**config.mk**
```make
export PLATFORM = sky130hd
export DESIGN_NAME = ccr_write_gate
export DESIGN_NICKNAME = d
export VERILOG_FILES = /design/src/rtl/ccr_gate_pkg.sv /design/src/rtl/ccr_gate_decode.sv /design/src/rtl/ccr_gate_length.sv /design/src/rtl/ccr_gate_unlock.sv /design/src/rtl/ccr_write_gate.sv
export SDC_FILE = /design/constraint.sdc
export NUM_CORES = 1
export LEC_CHECK = 0
export BUFFER_PORTS_ARGS = -buffer_cell sky130_fd_sc_hd__buf_4
export CORE_UTILIZATION = 35
export DETAILED_ROUTE_END_ITERATION = 8
export GPL_TIMING_DRIVEN = 0
export PLACE_DENSITY = 0.86
export RECOVER_POWER = 50
export SYNTH_ARGS = -nofsm -noshare
export SYNTH_HDL_FRONTEND = slang
export SYNTH_SLANG_ARGS = --single-unit
```
**constraint.sdc**
```tcl
create_clock -name clk -period 2.4 [get_ports clk]
set_input_delay 0.48 -clock clk [delete_from_list [all_inputs] [get_ports clk]]
set_output_delay 0.48 -clock clk [all_outputs]
set_load 0.01 [all_outputs]
```
**src/rtl/ccr_gate_pkg.sv**
```systemverilog
package ccr_gate_pkg;

  typedef enum logic [1:0] {
    GRP_OTHER  = 2'd0,
    GRP_ALARM  = 2'd1,
    GRP_TIME   = 2'd2,
    GRP_STATUS = 2'd3
  } grp_e;

  typedef struct packed {
    logic arm;
    logic open;
  } unlock_t;

  function automatic logic in_window(int unsigned a, int unsigned base, int unsigned span);
    return (a >= base) && (a < base + span);
  endfunction

  // Byte-count rule per register group
  function automatic logic len_legal(grp_e g, logic at_base, int unsigned n,
                                     int unsigned span, int unsigned maxb);
    logic ok;
    case (g)
      GRP_TIME:  ok = at_base && (n == span);
      GRP_ALARM: ok = (n >= 2) && (n <= maxb);
      default:   ok = (n >= 1) && (n <= maxb);
    endcase
    return ok;
  endfunction

  // Next unlock state after a status write
  function automatic unlock_t unlock_next(unlock_t cur, logic valid, logic [7:0] key,
                                          logic [7:0] k_arm, logic [7:0] k_open);
    unlock_t nx;
    nx = '0;
    if (valid) begin
      if (key == k_arm) begin
        nx.arm  = 1'b1;
        nx.open = 1'b0;
      end else if (key == k_open && cur.arm) begin
        nx.arm  = 1'b1;
        nx.open = 1'b1;
      end
    end
    return nx;
  endfunction

endpackage

```
**src/rtl/ccr_gate_decode.sv**
```systemverilog
module ccr_gate_decode
  import ccr_gate_pkg::*;
#(
  parameter int unsigned ADDR_W      = 6,
  parameter int unsigned STATUS_ADDR = 63,
  parameter int unsigned TIME_BASE   = 48,
  parameter int unsigned TIME_SPAN   = 8,
  parameter int unsigned ALARM_BASE  = 0,
  parameter int unsigned ALARM_SPAN  = 16
) (
  input  logic [ADDR_W-1:0] addr,
  output grp_e              grp,
  output logic              at_time_base
);

  logic [31:0] a_ext;
  assign a_ext = 32'(addr);

  always_comb begin
    if (a_ext == STATUS_ADDR)
      grp = GRP_STATUS;
    else if (in_window(a_ext, TIME_BASE, TIME_SPAN))
      grp = GRP_TIME;
    else if (in_window(a_ext, ALARM_BASE, ALARM_SPAN))
      grp = GRP_ALARM;
    else
      grp = GRP_OTHER;
  end

  assign at_time_base = (a_ext == TIME_BASE);

endmodule

```
**src/rtl/ccr_gate_length.sv**
```systemverilog
module ccr_gate_length
  import ccr_gate_pkg::*;
#(
  parameter int unsigned LEN_W     = 4,
  parameter int unsigned TIME_SPAN = 8,
  parameter int unsigned MAX_BYTES = 8
) (
  input  grp_e             grp,
  input  logic             at_time_base,
  input  logic [LEN_W-1:0] len,
  output logic             len_ok
);

  assign len_ok = len_legal(grp, at_time_base, 32'(len), TIME_SPAN, MAX_BYTES);

endmodule

```
**src/rtl/ccr_gate_unlock.sv**
```systemverilog
module ccr_gate_unlock
  import ccr_gate_pkg::*;
#(
  parameter int unsigned LEN_W     = 4,
  parameter int unsigned MAX_BYTES = 8,
  parameter logic [7:0]  KEY_ARM   = 8'h02,
  parameter logic [7:0]  KEY_OPEN  = 8'h06
) (
  input  logic                   clk,
  input  logic                   rst_n,
  input  logic                   upd,
  input  logic                   len_ok,
  input  logic [LEN_W-1:0]       len,
  input  logic [MAX_BYTES*8-1:0] data,
  output unlock_t                state
);

  logic [7:0] lane [MAX_BYTES];
  logic [7:0] last_byte;
  unlock_t    state_q;
  unlock_t    state_d;

  for (genvar g = 0; g < MAX_BYTES; g++) begin : g_lane
    assign lane[g] = data[g*8 +: 8];
  end

  // The status register keeps the last byte of the transaction
  always_comb begin
    last_byte = '0;
    for (int i = 0; i < MAX_BYTES; i++) begin
      if (32'(len) == 32'(i + 1)) last_byte = lane[i];
    end
  end

  always_comb begin
    state_d = state_q;
    if (upd) state_d = unlock_next(state_q, len_ok, last_byte, KEY_ARM, KEY_OPEN);
  end

  always_ff @(posedge clk or negedge rst_n) begin
    if (!rst_n) state_q <= '0;
    else        state_q <= state_d;
  end

  assign state = state_q;

endmodule

```
**src/rtl/ccr_write_gate.sv**
```systemverilog
module ccr_write_gate
  import ccr_gate_pkg::*;
#(
  parameter int unsigned ADDR_W      = 6,
  parameter int unsigned LEN_W       = 4,
  parameter int unsigned MAX_BYTES   = 8,
  parameter int unsigned STATUS_ADDR = 63,
  parameter int unsigned TIME_BASE   = 48,
  parameter int unsigned TIME_SPAN   = 8,
  parameter int unsigned ALARM_BASE  = 0,
  parameter int unsigned ALARM_SPAN  = 16,
  parameter logic [7:0]  KEY_ARM     = 8'h02,
  parameter logic [7:0]  KEY_OPEN    = 8'h06
) (
  input  logic                   clk,
  input  logic                   rst_n,
  input  logic                   txn_done,
  input  logic [ADDR_W-1:0]      txn_addr,
  input  logic [LEN_W-1:0]       txn_len,
  input  logic [MAX_BYTES*8-1:0] txn_data,
  output logic                   commit_stb,
  output logic                   we_latch,
  output logic                   rw_enable
);

  // Named internal events
  grp_e    grp;
  logic    at_time_base;
  logic    len_ok;
  logic    status_wr;
  logic    bank_wr;
  logic    unlocked;
  logic    grant;
  unlock_t ul_state;
  logic    commit_q;

  ccr_gate_decode #(
    .ADDR_W(ADDR_W), .STATUS_ADDR(STATUS_ADDR), .TIME_BASE(TIME_BASE),
    .TIME_SPAN(TIME_SPAN), .ALARM_BASE(ALARM_BASE), .ALARM_SPAN(ALARM_SPAN)
  ) u_decode (
    .addr(txn_addr), .grp(grp), .at_time_base(at_time_base)
  );

  ccr_gate_length #(
    .LEN_W(LEN_W), .TIME_SPAN(TIME_SPAN), .MAX_BYTES(MAX_BYTES)
  ) u_length (
    .grp(grp), .at_time_base(at_time_base), .len(txn_len), .len_ok(len_ok)
  );

  assign status_wr = txn_done && (grp == GRP_STATUS);
  assign bank_wr   = txn_done && (grp != GRP_STATUS);

  ccr_gate_unlock #(
    .LEN_W(LEN_W), .MAX_BYTES(MAX_BYTES), .KEY_ARM(KEY_ARM), .KEY_OPEN(KEY_OPEN)
  ) u_unlock (
    .clk(clk), .rst_n(rst_n), .upd(status_wr), .len_ok(len_ok),
    .len(txn_len), .data(txn_data), .state(ul_state)
  );

  assign unlocked = ul_state.arm && ul_state.open;
  assign grant    = bank_wr && len_ok && unlocked;

  always_ff @(posedge clk or negedge rst_n) begin
    if (!rst_n) commit_q <= 1'b0;
    else        commit_q <= grant;
  end

  assign commit_stb = commit_q;
  assign we_latch   = ul_state.arm;
  assign rw_enable  = ul_state.open;

endmodule

```
Yosys cells after proc, flatten, opt, wreduce, memory -nomap -nowiden --
Index checks and enable logic that the tools add are counted.
Cells by class: magnitude comparators 7, equal/unequal tests 16, multiplexer cells 15, reduce and logical (&&, ||, !) cells 11
Operators with widths (number):
- $mux W8 | 8
- $eq A4 B3 Y1 const B | 4
- $eq A6 B6 Y1 const B | 2
- $logic_and A1 B1 Y1 | 11
- $mux W2 | 5
- $eq A4 B2 Y1 const B | 2
- $eq A8 B2 Y1 const B | 1
- $eq A8 B3 Y1 const B | 1
- $ge A6 B1 Y1 const B | 1
- $ge A6 B6 Y1 const B | 1
- $lt A6 B5 Y1 const B | 1
- $lt A6 B6 Y1 const B | 1
- $eq A2 B2 Y1 const B | 2
- $eq A4 B1 Y1 const B | 1
- $eq A4 B4 Y1 const B | 1
- $ge A4 B1 Y1 const B | 1
- $ge A4 B2 Y1 const B | 1
- $le A4 B4 Y1 const B | 1
- $eq A2 B1 Y1 const B | 1
- $ne A2 B2 Y1 const B | 1
- $pmux W1 S2 | 1
- $mux W1 | 1
Word-level totals: bits in registers 3, bits of input ports 77, output and inout port bits 3, logic and storage cells 52

Longest topological paths before layout --
Gate-level depths: netlist (run 1).
word-level depth 14, depth in mapped cells 8, mapped depth without buffers 6

By module --
A second synthesis (run 1) with hierarchy kept.
Unflattened totals: cell total of the unflattened synthesis 90, area total of the unflattened synthesis 674.4 sq um
Modules (own cells, without submodules):
- ccr_gate_unlock | times used 1, cells each 72, area each 551.8 sq um, seq. area each 50.0 sq um
- ccr_write_gate | times used 1, cells each 4, area each 47.5 sq um, seq. area each 25.0 sq um
- ccr_gate_length | times used 1, cells each 7, area each 38.8 sq um, seq. area each 0.0 sq um
- ccr_gate_decode | times used 1, cells each 7, area each 36.3 sq um, seq. area each 0.0 sq um

Worst setup path before layout (run 1) --
Ideal clock, no wire load.
path type input to register, from input port txn_data[59], to register u_unlock.state_q, in the netlist u_unlock.state[1], setup time 65 ps, data arrival time 1976 ps, required time 2335 ps, path slack 359 ps, stages on the path 6, buffers on the path 0, cells stage by stage or4_1 -> o31a_1 -> a2111oi_2 -> o21ai_1 -> nor4_2 -> o22a_1
On the way: cells in the longest elaborated chain, start to end 6, elaborated cells between the ends (all ways) 7, classes of those cells eq/ne (2); mux (4); reduce/logical (1)
RTL lines:
- from (decl) | line ccr_write_gate.sv:20 | input logic [MAX_BYTES*8-1:0] txn_data,
- $mux W8 (*) | line ccr_gate_unlock.sv:31 | if (32'(len) == 32'(i + 1)) last_byte = lane[i];
- $eq A8 B3 Y1 | line ccr_gate_pkg.sv:40 | end else if (key == k_open && cur.arm) begin
- $logic_and A1 B1 Y1 | line ccr_gate_pkg.sv:40
- $mux W2 | line ccr_gate_pkg.sv:40
- $mux W2 (*) | line ccr_gate_pkg.sv:37 | if (key == k_arm) begin
- $mux W2 (*) | line ccr_gate_pkg.sv:36 | if (valid) begin
- to (signal assigned) | line ccr_gate_unlock.sv:42 | else state_q <= state_d;
- to (decl) | line ccr_gate_unlock.sv:20 | unlock_t state_q;
Mark *: on every way between the ends. The rest lies on a longest branch, timed or not. A chain may end at the register's enable or synchronous reset.

Final worst setup path (run 1) --
Ends and elaborated chain as after synthesis.

==> results.json, run 1 <==
{
  "drc": 0,
  "postRouteAntennaNets": 0,
  "initial_core_util_pct": 37.6,
  "drt_iter0_markers": 17,
  "fmax_mhz": 483,
  "grt_setup_unrepaired": "false",
  "synth_cell_types": 42,
  "setup_viol": 0,
  "worst_pin_slew_ns": 0.410,
  "synth_top_area_cell": "dfrtp_1",
  "first_pass_iters": 4,
  "cts_sinks": 3,
  "hold_buffers": 0,
  "io_pins": 80,
  "die_area_sq_um": 2030,
  "critical_path.max_fanout": 2,
  "synth_cells": 92,
  "final_layout_size_suffix_gt1_share_pct": 52.3,
  "netlist_area_sq_um": 649,
  "multiInputGateArea_sq_um": 531,
  "critPathCaptureType": "flip-flop",
  "min_path_type": "primary input to asynchronous set/reset pin",
  "cts_root_buf": "clkbuf_4",
  "worstSkewPairLatency_ns": 0.23,
  "viasPerCell": 5.35,
  "outcome": "finished, final reports clean",
  "post-route-period-util_pct": 86.3,
  "drt-total-wl_mm": 2.60,
  "fin_nets": 252,
  "seq_area_frac_synth_pct": 11.6,
  "grt-ovfl-total": 0,
  "crit_arrival_ns": 2.24,
  "finalClockSkew_ns": 0.00629,
  "vias": 1064,
  "ff_latch_area_sq_um": 75.1,
  "antenna_found_initial": 0,
  "cts_setup_buffers": 0,
  "critPathKind": "primary input to flip-flop",
  "cts_tree": "built",
  "p_leak_nw": 0.608,
  "chipWidth_um": 45.1,
  "numCtsBuffers": 3,
  "synth_common_cells": "7 x nand2_1, 7 x o21ai_0, 6 x inv_1, 6 x nor2_1, 6 x nor4_1",
  "grt_max_degree": 11,
  "ys.flop_type": "dfrtp_1",
  "slew_headroom_pct": 72.6,
  "grt_util_all_layers_pct": 27.9,
  "r2r_slack_ns": 1.57,
  "synth-async-reset-ratio_pct": 100,
  "peakVddDrop_uv": 306,
  "synth_seq_cells": 3,
  "maxSlewViolCount": 0,
  "wl_per_cell_um": 13.0,
  "synth_top_cell_area_share_pct": 11.6,
  "cts_resized": 0,
  "io_buffers": 78,
  "grt_pass1_wl_mm": 4.19,
  "clk_pin_slew_worst_paths_ns": 0.04,
  "htreeDepth": 1,
  "final.fill_count": 150,
  "synthTopCellsByArea": "dfrtp_1 12%, nor4_1 5.8%, o21ai_0 5.4%, nor2b_1 4.8%, nand2_1 4.0%",
  "core_sq_um": 1730,
  "yosysWarnings": 0,
  "n_antenna_cell": 0,
  "grt_pass1_vias": 1081,
  "maxCapViolCount": 0,
  "synth-edff-count": 0,
  "synthesis.nets": 169,
  "p_per_area_nw_per_um2": 240,
  "fin_crit_ns": 2.07,
  "place_congestion": 0.833,
  "hpwl_mm": 2.24,
  "clk_path_buf_depth": 2,
  "avgSynthCellArea_sq_um": 7.06,
  "startpoint_type": "primary input",
  "required_ns": 2.57,
  "die_y_um": 45.1,
  "rows": 15,
  "syn_to_final_growth_pct": 97.9,
  "total_power_mw": 0.308,
  "finalHoldViolCount": 0,
  "setup_tns_ns": 0
}
## critical path, cell delays in order
cell,delay [ns]
buf_4,0.11
or4_1,0.51
o31a_1,0.26
a2111oi_2,0.33
o21ai_1,0.18
nor4_2,0.19
o22a_1,0.18
## layout by cell type, fill, tap and decap left out, types with 2 or more instances in the layout
master,instances
nor4_1,6
nor2_1,6
nand3_1,2
nor2b_1,5
inv_1,6
or4_1,2
a21oi_1,3
nand2_1,7
clkbuf_4,3
buf_2,2
dfrtp_1,3
o211ai_1,2
o21a_1,2
or2b_2,2
o22ai_1,4
buf_4,77
o221ai_1,3
nand4b_1,2
o21ai_0,7
nand2b_1,2
a31oi_1,3
clkbuf_1,4
## metrics by stage
| stage | instances | area (sq um) | hold WS [ns] | worst slack, ns | utilization [%] |
|---|---|---|---|---|---|
| floorplan | 92 | 649 | 0.184 | 0.359 | - |
| global route | 199 | 1280 | 0.0559 | 0.227 | 74.4 |
| detailed placement | 195 | 1270 | 0.271 | 0.106 | 73.3 |
| finish | 199 | 1280 | 0.0465 | 0.330 | 74.4 |
| global placement | 195 | 1270 | 0.270 | 0.173 | 73.3 |
| CTS | 199 | 1290 | 0.0201 | 0.342 | 74.9 |
## flip-flops by register name, summed over array words and instances (netlist names)
register / cells
u_unlock.state: 2
commit_stb: 1
## cell type report
type                            instances  share of cell area [%]
Timing Repair Buffer                   78                    45.0
Inverter                                6                    1.75
Tap cell                               25                    2.43
Sequential cell                         3                    5.84
Buffer                                  4                    1.66
Multi-Input combinational cell         79                    41.3
Clock buffer                            4                    2.04
## worst paths after layout
kind                                   startpoint                 to  depth (start not counted)
worst max-delay path                 txn_data[59]  u_unlock.state[1]                          7
worst min-delay path                        rst_n  u_unlock.state[1]                          1
worst max register to register  u_unlock.state[0]  u_unlock.state[0]                          2
worst min register to register  u_unlock.state[1]  u_unlock.state[1]                          1
max in group asynchronous                   rst_n  u_unlock.state[0]                          1
min in group clk                         txn_done         commit_stb                          2
## per-layer routing
layer / global-route usage [%] / part of all wire, % / vias to the layer above
met5: 0 / 0 / -
met2: 54.2 / 57 / 51
met1: 29.8 / 37 / 483
met4: 10.9 / 0.73 / 0
li1: - / - / 528
met3: 3.60 / 5.6 / 2
## cells by family after synthesis
logic type	synth area share (%)
flops	11.6
simple gates	40.3
buf+inv	6.74
compound gates	39.7
mux	1.73
## where the power goes
| group | switching, mW | internal [mW] |
|---|---|---|
| Sequential | 0.000518 | 0.0514 |
| Clock | 0.0276 | 0.0624 |
| Combinational | 0.0605 | 0.106 |
| Total | 0.0886 | 0.219 |
Power figures use the tool's default switching activity.
==> inputs of run 2 (changes only) <==
Settings changed: CAP_MARGIN set to 10, CORE_UTILIZATION 35 to 32, PLACE_DENSITY 0.86 to 0.79, RECOVER_POWER 50 to 25.
Clock period 2.4 ns to 2.3 ns, I/O delays scaled along.
==> run 2 against run 1 <==
  * Register-to-register slack worse by 0.11 ns
  * Sequential power grew 4.4%
  * Combinational power rose by 5%
  * Routed wire length increased by 1.2%
  * Critical endpoint is now u_unlock.state[0]
  * Largest power group unchanged
==> results.json, run 2 (synthesis gave the netlist of run 1 again) <==
{
  "p_leak_nw": 0.616,
  "viasPerCell": 5.35,
  "most-common-layout-cells": "78 x buf_4, 7 x nand2_1, 7 x o21ai_0",
  "rows": 15,
  "grt_pass1_wl_mm": 4.00,
  "critPathCaptureType": "flip-flop",
  "cts_resized": 0,
  "maxSlewViolCount": 0,
  "cts_tree": "built",
  "postRouteAntennaNets": 0,
  "cts_setup_buffers": 0,
  "final.fill_count": 161,
  "layout.cells.non_filler": 200,
  "numCtsBuffers": 3,
  "io_pins": 80,
  "maxCapViolCount": 0,
  "initial_core_util_pct": 35.7,
  "required_ns": 2.47,
  "final_core_util_pct": 71.3,
  "crit_arrival_ns": 2.19,
  "critical_path.max_fanout": 2,
  "syn_to_final_growth_pct": 100,
  "peakVddDrop_uv": 206,
  "setup_tns_ns": 0,
  "drt-total-wl_mm": 2.63,
  "core_sq_um": 1820,
  "fin_nets": 253,
  "clk_pin_slew_worst_paths_ns": 0.04,
  "startpoint_type": "primary input",
  "cts_root_buf": "clkbuf_4",
  "dp_cells": 195,
  "worstSkewPairLatency_ns": 0.24,
  "post-route-period-util_pct": 87.9,
  "slew_headroom_pct": 73.0,
  "fmax_mhz": 494,
  "outcome": "finished, final reports clean",
  "cts_sinks": 3,
  "worst_pin_slew_ns": 0.399,
  "p_per_area_nw_per_um2": 251,
  "drt_iter0_markers": 24,
  "die_area_sq_um": 2210,
  "setup_ws_ns": 0.277,
  "grt_util_all_layers_pct": 25.6,
  "grt_setup_unrepaired": "false",
  "drc": 0,
  "dp_slack_ns": 0.0556,
  "wl_per_cell_um": 13.1,
  "antenna_found_initial": 0,
  "final_layout_size_suffix_gt1_share_pct": 52.6,
  "grt_pass1_vias": 1019,
  "finalClockSkew_ns": 0.00869,
  "setup_viol": 0,
  "largest_reg_flops": 2,
  "htreeDepth": 1,
  "place_congestion": 0.774,
  "hold_buffers": 1,
  "fin_area_sq_um": 1300,
  "critPathKind": "primary input to flip-flop",
  "postPlaceCellArea_sq_um": 1270,
  "io_buffers": 78,
  "first_pass_iters": 4,
  "total_power_mw": 0.325,
  "holdWs_ns": 0.506,
  "grt-ovfl-total": 0,
  "n_antenna_cell": 0,
  "vias": 1070,
  "grt_max_degree": 11,
  "die_y_um": 47.0,
  "fin_crit_ns": 2.02,
  "clk_path_buf_depth": 2,
  "finalHoldViolCount": 0,
  "hpwl_mm": 2.18,
  "mostFrequentLayoutCell": "buf_4",
  "min_path_type": "primary input to flip-flop",
  "chipWidth_um": 47.0
}
## run 2: cell count changes in the layout (fill, tap and decap cells not counted)
cell and change:
buf_4 +1, clkbuf_1 -1, dlygate4sd3_1 +1
## run 2: layout make-up
cell class | instances | area (sq um) | area share (%)
buffer | 4 | 21.3 | 1.64
clock buffer | 4 | 26.3 | 2.02
inverter | 6 | 22.5 | 1.73
multi-input combinational | 79 | 531 | 40.8
sequential | 3 | 75.1 | 5.78
tap | 25 | 31.3 | 2.41
timing repair buffer | 79 | 592 | 45.6
## run 2: per-layer routing
layer | routed length, um | vias up | global-route usage, %
met5 | 0 | - | 0
met4 | 13 | 0 | 10.9
met3 | 146 | 2 | 5.00
met2 | 1440 | 44 | 49.7
met1 | 1020 | 495 | 26.2
li1 | - | 529 | -
## run 2: worst paths after layout
| path | startpoint | endpoint | slack [ns] | cells past startpoint |
|---|---|---|---|---|
| max in group asynchronous | rst_n | u_unlock.state[0] | 1.55 | 2 |
| min in group asynchronous | rst_n | u_unlock.state[1] | 0.57 | 2 |
| setup / recovery | txn_data[59] | u_unlock.state[0] | 0.28 | 7 |
| setup reg to reg | u_unlock.state[1] | commit_stb | 1.46 | 2 |
| hold / removal | txn_done | commit_stb | 0.51 | 2 |
| hold reg to reg | u_unlock.state[0] | commit_stb | 0.55 | 1 |
## run 2: power breakdown
| part | switching, mW | internal [mW] |
|---|---|---|
| Combinational | 0.0633 | 0.111 |
| Clock | 0.0313 | 0.0653 |
| Sequential | 0.000638 | 0.0537 |
## run 2: critical path, stage by stage
cell and delay, ns:
buf_4 0.10, or4_1 0.51, o31a_1 0.27, a2111oi_2 0.34, o21ai_1 0.17, nor3_2 0.17, a31o_1 0.17
==> inputs of run 3 (changes only) <==
Settings changed: CORE_UTILIZATION 32 to 35, PLACE_DENSITY 0.79 to 0.86.
Clock period 2.3 ns to 2.5 ns, I/O delays scaled along.
==> run 3 against run 2 <==
  * Clock power shrank 10%
  * Final cell count shrank 0.50%
  * Critical path depth is the same
  * First-iteration DRC count shrank 25%
  * Register-to-register slack gained 0.21 ns
  * Core utilization grew 3.3 points
  * Clock-buffer cell count is the same
  * Via count shrank 0.56%
  * Design area shrank 0.77%
  * Power shrank 9.1%
  * Routed wire length shrank 1.3%
  * Global-route usage grew 2.3 points
  * Critical endpoint is now u_unlock.state[1]
==> results.json, run 3 (synthesis gave the netlist of run 1 again) <==
{
  "drt_iter0_markers": 18,
  "grt-ovfl-total": 0,
  "cts_resized": 0,
  "fin_nets": 252,
  "fin_crit_ns": 2.09,
  "seq_power_share_pct": 16.9,
  "numCtsBuffers": 3,
  "p_sw_mw": 0.0851,
  "post-route-period-util_pct": 83.6,
  "finalHoldViolCount": 0,
  "met1_usage_pct": 29.8,
  "use_met3_pct": 3.60,
  "fmax_mhz": 478,
  "crit_end": "u_unlock.state[1]",
  "use_met2_pct": 54.2,
  "io_buffers": 78,
  "reg2reg_depth": 2,
  "grt_max_degree": 11,
  "r2r_slack_ns": 1.67,
  "startpoint": "txn_data[59]",
  "initial_core_util_pct": 37.6,
  "r2r-start": "u_unlock.state[0]",
  "p_per_area_nw_per_um2": 229,
  "rows": 15,
  "core_sq_um": 1730,
  "most-common-layout-cells": "78 x buf_4, 7 x nand2_1, 7 x o21ai_0",
  "min_path_type": "primary input to asynchronous set/reset pin",
  "p_int_mw": 0.211,
  "hold_buffers": 0,
  "critPathCaptureType": "flip-flop",
  "p_sw_share_pct": 28.8,
  "viasPerCell": 5.35,
  "crit_arrival_ns": 2.26,
  "first_pass_iters": 4,
  "drt-total-wl_mm": 2.59,
  "startpoint_type": "primary input",
  "maxCapViolCount": 0,
  "r2r_end": "u_unlock.state[0]",
  "required_ns": 2.67,
  "grt_pass1_vias": 1081,
  "cts_sinks": 3,
  "chipWidth_um": 45.1,
  "hpwl_mm": 2.24,
  "critPathKind": "primary input to flip-flop",
  "grt_setup_unrepaired": "false",
  "die_y_um": 45.1,
  "outcome": "finished, final reports clean",
  "final_layout_size_suffix_gt1_share_pct": 52.9,
  "clk_pin_slew_worst_paths_ns": 0.04,
  "clock_power_share_pct": 29.2,
  "slew_headroom_pct": 72.6,
  "syn_to_final_growth_pct": 98.5,
  "wl_per_cell_um": 13.0,
  "setup_tns_ns": 0,
  "grt_pass1_wl_mm": 4.19,
  "worstSkewPairLatency_ns": 0.23,
  "cts_tree": "built",
  "holdWs_ns": 0.0656,
  "mostFrequentLayoutCell": "buf_4",
  "peakVddDrop_uv": 293,
  "pwr-share-comb_pct": 53.9,
  "maxSlewViolCount": 0,
  "io_pins": 80,
  "critical_path.max_fanout": 2,
  "finalClockSkew_ns": 0.00637,
  "n_antenna_cell": 0,
  "cts_root_buf": "clkbuf_4",
  "largest_reg_flops": 2,
  "clk_path_buf_depth": 2,
  "grt-busiest-layer": "met2",
  "setup_viol": 0,
  "cts_setup_buffers": 0,
  "worst_pin_slew_ns": 0.410,
  "drc": 0,
  "postRouteAntennaNets": 0,
  "htreeDepth": 1,
  "die_area_sq_um": 2030,
  "antenna_found_initial": 0,
  "grt_util_all_layers_pct": 27.9,
  "place_congestion": 0.833,
  "p_leak_nw": 0.612,
  "vias": 1064
}
[run 3: changes by cell type in the layout (fill, tap and decap cells not counted)]
cell | before | now
dlygate4sd3_1 | 1 | 0
[run 3: cell type report]
cell class / instances / area, sq um
repair buffers: 78 / 582
fillers: 148 / 438
inverters: 6 / 22.5
clock buffers: 4 / 26.3
well taps: 25 / 31.3
plain buffers: 4 / 21.3
flip-flops and latches: 3 / 75.1
multi-input cells: 79 / 531
[run 3: how the worst min path moves through the flow]
stage / start / end / slack [ns] / depth (start not counted)
3_3_place_gp: rst_n / u_unlock.state[1] / 0.29 / 1
4_1_cts: rst_n / u_unlock.state[1] / 0.04 / 1
2_1_floorplan: rst_n / commit_stb / 0.20 / 0
3_5_place_dp: rst_n / commit_stb / 0.29 / 1
6_report: rst_n / u_unlock.state[1] / 0.07 / 1
5_1_grt: rst_n / u_unlock.state[1] / 0.08 / 1
[run 3: power groups by stage]
stage          Clock, mW  Combinational (mW)  Sequential [mW]
2_1_floorplan          0              0.0534           0.0507
3_3_place_gp           0               0.155           0.0505
3_5_place_dp           0               0.160           0.0505
4_1_cts           0.0905               0.160           0.0499
5_1_grt           0.0915               0.174           0.0500
6_report          0.0864               0.159           0.0499
[run 3: per-stage QoR]
| stage | instances | util [%] | instance area, sq um | power (mW) | setup slack (ns) |
|---|---|---|---|---|---|
| 3_3_place_gp | 195 | 73.3 | 1270 | 0.206 | 0.253 |
| 5_1_grt | 199 | 74.6 | 1290 | 0.315 | 0.307 |
| 6_report | 199 | 74.6 | 1290 | 0.296 | 0.410 |
| 4_1_cts | 199 | 74.9 | 1290 | 0.300 | 0.422 |
| 3_5_place_dp | 195 | 73.3 | 1270 | 0.210 | 0.186 |
| 2_1_floorplan | 92 | - | 649 | 0.104 | 0.439 |
[run 3: routing by layer]
layer	vias to the layer above	wire, um
li1	528	-
met1	483	942
met2	51	1480
met3	2	151
met4	0	19
met5	-	0
[run 3: worst max-delay path, stage by stage]
cell       delay [ns]
buf_4            0.11
or4_1            0.51
o31a_1           0.26
a2111oi_2        0.33
o21ai_1          0.18
nor4_2           0.19
o22a_1           0.18
